==> src/rtl/gpio_pkg.sv <==
package gpio_pkg;

    localparam int PORT_W   = 8;
    localparam int ADDR_W   = 3;
    localparam int CLKA_BIT = 6;
    localparam int CLKB_BIT = 4;

    localparam logic [ADDR_W-1:0] OFS_DATA = ADDR_W'(3);
    localparam logic [ADDR_W-1:0] OFS_DIR  = ADDR_W'(7);

    typedef enum logic [1:0] {
        RSEL_NONE = 2'd0,
        RSEL_DATA = 2'd1,
        RSEL_DIR  = 2'd2
    } reg_sel_t;

    typedef struct packed {
        logic [PORT_W-1:0] latch;
        logic [PORT_W-1:0] dir;
    } port_regs_t;

    function automatic reg_sel_t decode_addr(input logic [ADDR_W-1:0] a);
        if (a == OFS_DATA)     return RSEL_DATA;
        else if (a == OFS_DIR) return RSEL_DIR;
        else                   return RSEL_NONE;
    endfunction

    // Pins claimed by a timer as clock inputs.
    function automatic logic [PORT_W-1:0] claim_mask(input logic sel_a, input logic sel_b);
        logic [PORT_W-1:0] m;
        m = '0;
        m[CLKA_BIT] = sel_a;
        m[CLKB_BIT] = sel_b;
        return m;
    endfunction

endpackage

==> src/rtl/gpio_regs.sv <==
module gpio_regs
    import gpio_pkg::*;
(
    input  logic              clk,
    input  logic              rst,
    input  logic              we,
    input  reg_sel_t          rsel,
    input  logic [PORT_W-1:0] wdata,
    output port_regs_t        regs
);
    always_ff @(posedge clk) begin
        if (rst) begin
            regs <= '0;
        end else if (we) begin
            case (rsel)
                RSEL_DATA: regs.latch <= wdata;
                RSEL_DIR:  regs.dir   <= wdata;
                default:   ;
            endcase
        end
    end
endmodule

==> src/rtl/gpio_sync.sv <==
module gpio_sync #(
    parameter int W      = 8,
    parameter int STAGES = 2
) (
    input  logic         clk,
    input  logic         rst,
    input  logic [W-1:0] d,
    output logic [W-1:0] q
);
    for (genvar b = 0; b < W; b++) begin : g_bit
        logic [STAGES-1:0] chain;
        always_ff @(posedge clk) begin
            if (rst) chain <= '0;
            else     chain <= {chain[STAGES-2:0], d[b]};
        end
        assign q[b] = chain[STAGES-1];
    end
endmodule

==> src/rtl/gpio_mux.sv <==
module gpio_mux
    import gpio_pkg::*;
(
    input  port_regs_t        regs,
    input  logic [PORT_W-1:0] pin_sync,
    input  reg_sel_t          rsel,
    input  logic              sel_a,
    input  logic              sel_b,
    output logic [PORT_W-1:0] pin_out,
    output logic [PORT_W-1:0] pin_oe,
    output logic [PORT_W-1:0] rdata,
    output logic              clk_a,
    output logic              clk_b
);
    logic [PORT_W-1:0] claimed;
    logic [PORT_W-1:0] port_view;

    always_comb begin
        claimed   = claim_mask(sel_a, sel_b);
        pin_out   = regs.latch;
        pin_oe    = regs.dir & ~claimed;
        port_view = (regs.dir & regs.latch) | (~regs.dir & pin_sync);
        case (rsel)
            RSEL_DATA: rdata = port_view;
            RSEL_DIR:  rdata = regs.dir;
            default:   rdata = '0;
        endcase
        clk_a = sel_a & pin_sync[CLKA_BIT];
        clk_b = sel_b & pin_sync[CLKB_BIT];
    end
endmodule

==> src/rtl/gpio_port.sv <==
module gpio_port
    import gpio_pkg::*;
(
    input  logic              clk,
    input  logic              rst,
    input  logic [ADDR_W-1:0] bus_addr,
    input  logic              bus_we,
    input  logic [PORT_W-1:0] bus_wdata,
    output logic [PORT_W-1:0] bus_rdata,
    input  logic [PORT_W-1:0] pin_in,
    output logic [PORT_W-1:0] pin_out,
    output logic [PORT_W-1:0] pin_oe,
    input  logic              tmr_a_ext_sel,
    input  logic              tmr_b_ext_sel,
    output logic              tmr_a_clk,
    output logic              tmr_b_clk
);
    reg_sel_t          rsel;
    port_regs_t        regs;
    logic [PORT_W-1:0] pin_sync;

    assign rsel = decode_addr(bus_addr);

    gpio_regs u_regs (
        .clk(clk), .rst(rst), .we(bus_we), .rsel(rsel),
        .wdata(bus_wdata), .regs(regs)
    );

    gpio_sync #(.W(PORT_W), .STAGES(2)) u_sync (
        .clk(clk), .rst(rst), .d(pin_in), .q(pin_sync)
    );

    gpio_mux u_mux (
        .regs(regs), .pin_sync(pin_sync), .rsel(rsel),
        .sel_a(tmr_a_ext_sel), .sel_b(tmr_b_ext_sel),
        .pin_out(pin_out), .pin_oe(pin_oe), .rdata(bus_rdata),
        .clk_a(tmr_a_clk), .clk_b(tmr_b_clk)
    );
endmodule

==> config.mk <==
export PLATFORM = sky130hd
export DESIGN_NAME = gpio_port
export DESIGN_NICKNAME = d
export VERILOG_FILES = /design/src/rtl/gpio_pkg.sv /design/src/rtl/gpio_regs.sv /design/src/rtl/gpio_sync.sv /design/src/rtl/gpio_mux.sv /design/src/rtl/gpio_port.sv
export SDC_FILE = /design/constraint.sdc
export NUM_CORES = 1
export LEC_CHECK = 0
export BUFFER_PORTS_ARGS = -buffer_cell sky130_fd_sc_hd__clkbuf_2
export CAP_MARGIN = 20
export CORE_ASPECT_RATIO = 1.4
export CORE_MARGIN = 4
export CORE_UTILIZATION = 50
export CTS_CLUSTER_SIZE = 28
export DETAILED_ROUTE_END_ITERATION = 8
export PLACE_DENSITY = 0.92
export SLEW_MARGIN = 20
export SYNTH_ARGS = -nofsm -noshare
export SYNTH_HDL_FRONTEND = slang
export SYNTH_SLANG_ARGS = --single-unit
==> constraint.sdc <==
create_clock -name clk -period 1.7 [get_ports clk]
set_clock_uncertainty 0.1 [all_clocks]
set_input_delay 0.255 -clock clk [delete_from_list [all_inputs] [get_ports clk]]
set_output_delay 0.255 -clock clk [all_outputs]
set_load 0.005 [all_outputs]
* Yosys cells after proc, flatten, opt, wreduce, memory -nomap -nowiden
Cells that the tools add are included.
** Word-level totals
- Register bits :: 32
- Input port bits :: 24
- Output and inout bits :: 26
- Word-level logic and storage cells :: 27
** Cells by class
- Equal/unequal tests :: 4
- Muxes and demuxes :: 3
- Bitwise logic cells :: 8
- Reduce and logical (&&, ||, !) cells :: 2
** Operators by type and width (number)
- bitwise AND 8 bit :: 3
- one-hot mux 8 bit (2 select lines) :: 1
- NOT 7 -> 8 bit :: 1
- NOT 8 bit :: 1
- bitwise OR 8 bit :: 1
- 2-to-1 mux 2 bit :: 2
- AND reduction 2 bit :: 2
- == test 3 x 2 -> 1 bit (second input constant) :: 1
- == test 3 bit (second input constant) :: 1
- bitwise AND 1 bit :: 2
- == test 2 x 1 -> 1 bit (second input constant) :: 1
- == test 2 bit (second input constant) :: 1

* Depth between registers and ports, before layout
- Depth after elaboration :: 5
- Gate-level depth with buffers :: 3
- Mapped depth without buffers :: 2

* Hierarchy
A second synthesis with hierarchy kept.
** Unflattened totals
- Cell total of the unflattened synthesis :: 150
- Area, all modules :: 1566.5 sq um
** Modules (own cells, without submodules)
- gpio_regs :: times used 1, cells an instance 64, area an instance 693.2 sq um, sequential area each 320.3 sq um
- gpio_sync :: times used 1, cells an instance 41, area an instance 524.3 sq um, sequential area each 320.3 sq um
- gpio_mux :: times used 1, cells an instance 43, area an instance 332.8 sq um, sequential area each 0.0 sq um
- gpio_port :: times used 1, cells an instance 2, area an instance 16.3 sq um, sequential area each 0.0 sq um

* Worst setup path after synthesis
No wires, ideal clock.
- Path type :: register to output
- Start point :: register, netlist name u_regs.regs[0]
- End point :: output bus_rdata[0]
- Arrival :: 0.906 ns
- Required time :: 1.345 ns
- Slack :: 0.439 ns
- Cell stages (with the launch flop) :: 3
- Path buffers :: 0
- Cell sequence :: dfxtp_1 or3b_2 a21oi_1
** On the way
- Cells in the longest elaborated chain, start to end :: 4
** RTL lines
- NOT 8 bit :: RTL line gpio_mux.sv:22 : port_view = (regs.dir & regs.latch) | (~regs.dir & pin_sync);
- bitwise AND 8 bit :: RTL line gpio_mux.sv:22
- bitwise OR 8 bit :: RTL line gpio_mux.sv:22
- one-hot mux 8 bit (2 select lines) (*) :: RTL line gpio_mux.sv:23 : case (rsel)
- to (decl) :: RTL line gpio_port.sv:9 : output logic [PORT_W-1:0] bus_rdata,
Every way passes the cells marked *; elsewhere a longest branch is shown, timed or not.

* Final worst setup path
- Start point :: register, netlist name u_regs.regs[3]
- End point :: output bus_rdata[3]
** On the way
- Cells in the longest elaborated chain, start to end :: 4
** RTL lines (RTL line)
- NOT 8 bit :: gpio_mux.sv:22
- bitwise AND 8 bit :: gpio_mux.sv:22
- bitwise OR 8 bit :: gpio_mux.sv:22
- one-hot mux 8 bit (2 select lines) (*) :: gpio_mux.sv:23
Marks and branches as above.

==> impl_metrics.tcl <==
set metrics [dict create \
    p_int_mw 0.9825 \
    die_h_um 70.39 \
    first_iter_violations 16 \
    clk_pin_slew_ns 0.08 \
    crit_end "bus_rdata[3]" \
    status "complete, no violations" \
    routedWlPerCell_um 12.90 \
    dpl.hpwl_mm 1.965 \
    setup_viol 0 \
    htreeDepth 2 \
    globalRoute.totalOverflow 0 \
    relSlewSlack_pct 64.72 \
    drc 0 \
    pwr-share-seq_pct 62.4 \
    crit_path_start_kind "flip-flop" \
    swShare_pct 21.97 \
    cap_viol_max_count 0 \
    avgViaCountPerCell 4.935 \
    grt_start_max_net_pins 37 \
    antenna_found_initial 0 \
    powerDensity_nw_per_um2 746.5 \
    numPortBuffers 49 \
    clkLatencyLatePin_ns 0.31 \
    p_leak_nw 0.7739 \
    crit_chain "or3b_4, a21oi_2, buf_2" \
    syn_to_final_growth_pct 21.33 \
    hold_violations 0 \
    grtUsageTotal_pct 16.83 \
    nFillCells 254 \
    yosysUniqueCellTypes 16 \
    startpoint "u_regs.regs[3]$_SDFFE_PP0P_" \
    switchingPower_mw 0.2766 \
    fin_crit_sh_pct 97.37 \
    root_buffer "clkbuf_4" \
    max_freq_ghz 0.6041 \
    num_rows 22 \
    rr_startpoint "u_regs.regs[4]$_SDFFE_PP0P_" \
    r2r-end "u_regs.regs[4]$_SDFFE_PP0P_" \
    min_path_type "in2reg" \
    fp.coreArea_um2 2643 \
    p_clk_share_pct 27.5 \
    holdWs_ns 0.05134 \
    post-route-worst-setup-slack_ns 0.04473 \
    arrival_ns 1.30 \
    yosys.area.top_type "dfxtp_1" \
    ys_top_cells_by_count "dfxtp_1 (32), nand2b_1 (24), nor2b_1 (18)" \
    r2r_cells 3 \
    die_w_um 52.56 \
    crit_path_end_kind "primary output" \
    pre_cts_ws_ns 0.08325 \
    grt_first_pass_wirelength_mm 4.664 \
    ctsLongestPathBuffers 2 \
    yosys.area.top_type_share_pct 46.08 \
    drive_above_1_share_pct 47.22 \
    ant_nets 0 \
    worstSetupPathType "reg2out" \
    yosysMostFrequentCell "dfxtp_1" \
    path_max_fanout 4 \
    tightest_slew_ns 0.5292 \
    cp_data_required_time_ns 1.34 \
    cts_tree "built" \
    vias 1066 \
    cts.sinks 32 \
    syn-num-nets 163 \
    irDropWorstVdd_v 0.0007010 \
    critical_path.slowest_cell "or3b_4" \
    postSynthCellCount 139 \
    grt_pass1_vias 1066 \
    fp.dieArea_um2 3699 \
    async_flop_share_pct 0 \
    netlist_area_um2 1390 \
    slew_violations 0 \
    gp_congestion 0.6759 \
    pwr-share-comb_pct 10.2 \
    ys_seq_area_share_pct 46.08 \
    cts_buffers 5 \
    diodes 0 \
    max_stage_delay_ns 0.38 \
    ys_ff_latch 32 \
    layout.nets 206 \
    synth_flop_cell "dfxtp_1" \
    synth_edf_count 0 \
    ys_warn_count 0 \
    firstDrtPassIters 4 \
    r2r_slack_ns 0.87 \
    io_pins 50 \
    start_util_pct 52.60 \
    rsz0062_at_grt "yes" \
    period_needed_ns 1.655 \
    avgSynthCellArea_um2 10.00 \
    netlist_top_cells_area "dfxtp_1 (46%), mux2i_1 (12%), nand2b_1 (11%)" \
    totalWireLength_mm 2.786 \
]
## power groups by stage
stage	Clock [mW]	Sequential (mW)	Combinational, mW
after floorplan	0	0.799	0.0751
after global placement	0	0.801	0.111
after detailed placement	0	0.803	0.117
after CTS	0.363	0.785	0.128
after global routing	0.399	0.788	0.142
final	0.346	0.785	0.128
## layout make-up
class	count	area (µm²)	share of cell area [%]
Sequential cell	32	651.9	38.65
Timing Repair Buffer	56	297.8	17.66
Clock buffer	5	37.54	2.226
Multi-Input combinational cell	87	654.4	38.80
Tap cell	36	45.04	2.671
## cell families after synthesis
| kind of cell | synth area share, % |
|---|---|
| AO/OA/AOI/OAI | 5.761 |
| multiplexers | 11.52 |
| buffers and inverters | 9.810 |
| AND/OR/NAND/NOR | 26.82 |
| flip-flops | 46.08 |
## state kept, by name, indices dropped and copies added, names as in the netlist
name / cells
u_sync.g_bit.chain: 16
u_regs.regs: 16
## per-stage QoR
stage / utilization (%) / area (µm²) / instances / TNS (ns) / total power [mW]
2_1_floorplan: - / 1390 / 139 / 0 / 0.8743
3_3_place_gp: 58.71 / 1551 / 205 / 0 / 0.9127
3_5_place_dp: 58.71 / 1551 / 205 / 0 / 0.9198
4_1_cts: 63.26 / 1672 / 215 / 0 / 1.276
5_1_grt: 63.83 / 1687 / 216 / -0.02986 / 1.330
6_report: 63.83 / 1687 / 216 / 0 / 1.259
## worst min-delay path by stage
| stage | startpoint | end | slack, ns | depth (start not counted) |
|---|---|---|---|---|
| after floorplan | pin_in[0] | u_sync.g_bit[0].chain[0]$_SDFF_PP0_ | 0.28 | 1 |
| after global placement | u_sync.g_bit[2].chain[0]$_SDFF_PP0_ | u_sync.g_bit[2].chain[1]$_SDFF_PP0_ | 0.32 | 1 |
| after detailed placement | u_sync.g_bit[0].chain[0]$_SDFF_PP0_ | u_sync.g_bit[0].chain[1]$_SDFF_PP0_ | 0.32 | 1 |
| after CTS | pin_in[2] | u_sync.g_bit[2].chain[0]$_SDFF_PP0_ | 0.04 | 2 |
| after global routing | pin_in[1] | u_sync.g_bit[1].chain[0]$_SDFF_PP0_ | 0.04 | 2 |
| final | pin_in[4] | u_sync.g_bit[4].chain[0]$_SDFF_PP0_ | 0.05 | 2 |
## layout by cell type (no fill, tap or decap), drive strengths merged
cell / Yosys / layout
clkbuf: 5 / 50
dfxtp: 32 / 32
nand2b: 24 / 24
nor2b: 18 / 18
mux2i: 16 / 16
buf: 15 / 11
o21ai: 8 / 8
a21oi: 8 / 8
or3b: 8 / 8
and2: 2 / 2
nand2: 1 / 1
and4b: 1 / 1
nand4: 1 / 1
## repair_timing
item	CTS	global route
gates resized for setup	18	8
setup buffers	5	1
hold buffers	0	0
setup endpoints to repair	6	5
pin swaps	5	6
## critical path, delay by kind of cell (launching register included)
| kind | cells | cell delay, ns |
|---|---|---|
| AND/OR/NAND/NOR | 1 | 0.38 |
| flip-flops | 1 | 0.34 |
| AO/OA/AOI/OAI | 1 | 0.14 |
| buffers and inverters | 1 | 0.13 |
## metal layers
layer | share of wire (%) | routed length [µm] | track usage [%]
met5 | 0 | 0 | 0
met4 | 1.9 | 52 | 8.523
met3 | 5.4 | 150 | 3.838
met2 | 54 | 1504 | 29.01
met1 | 39 | 1079 | 18.45
No activity file was read; power rests on OpenSTA's default activity.
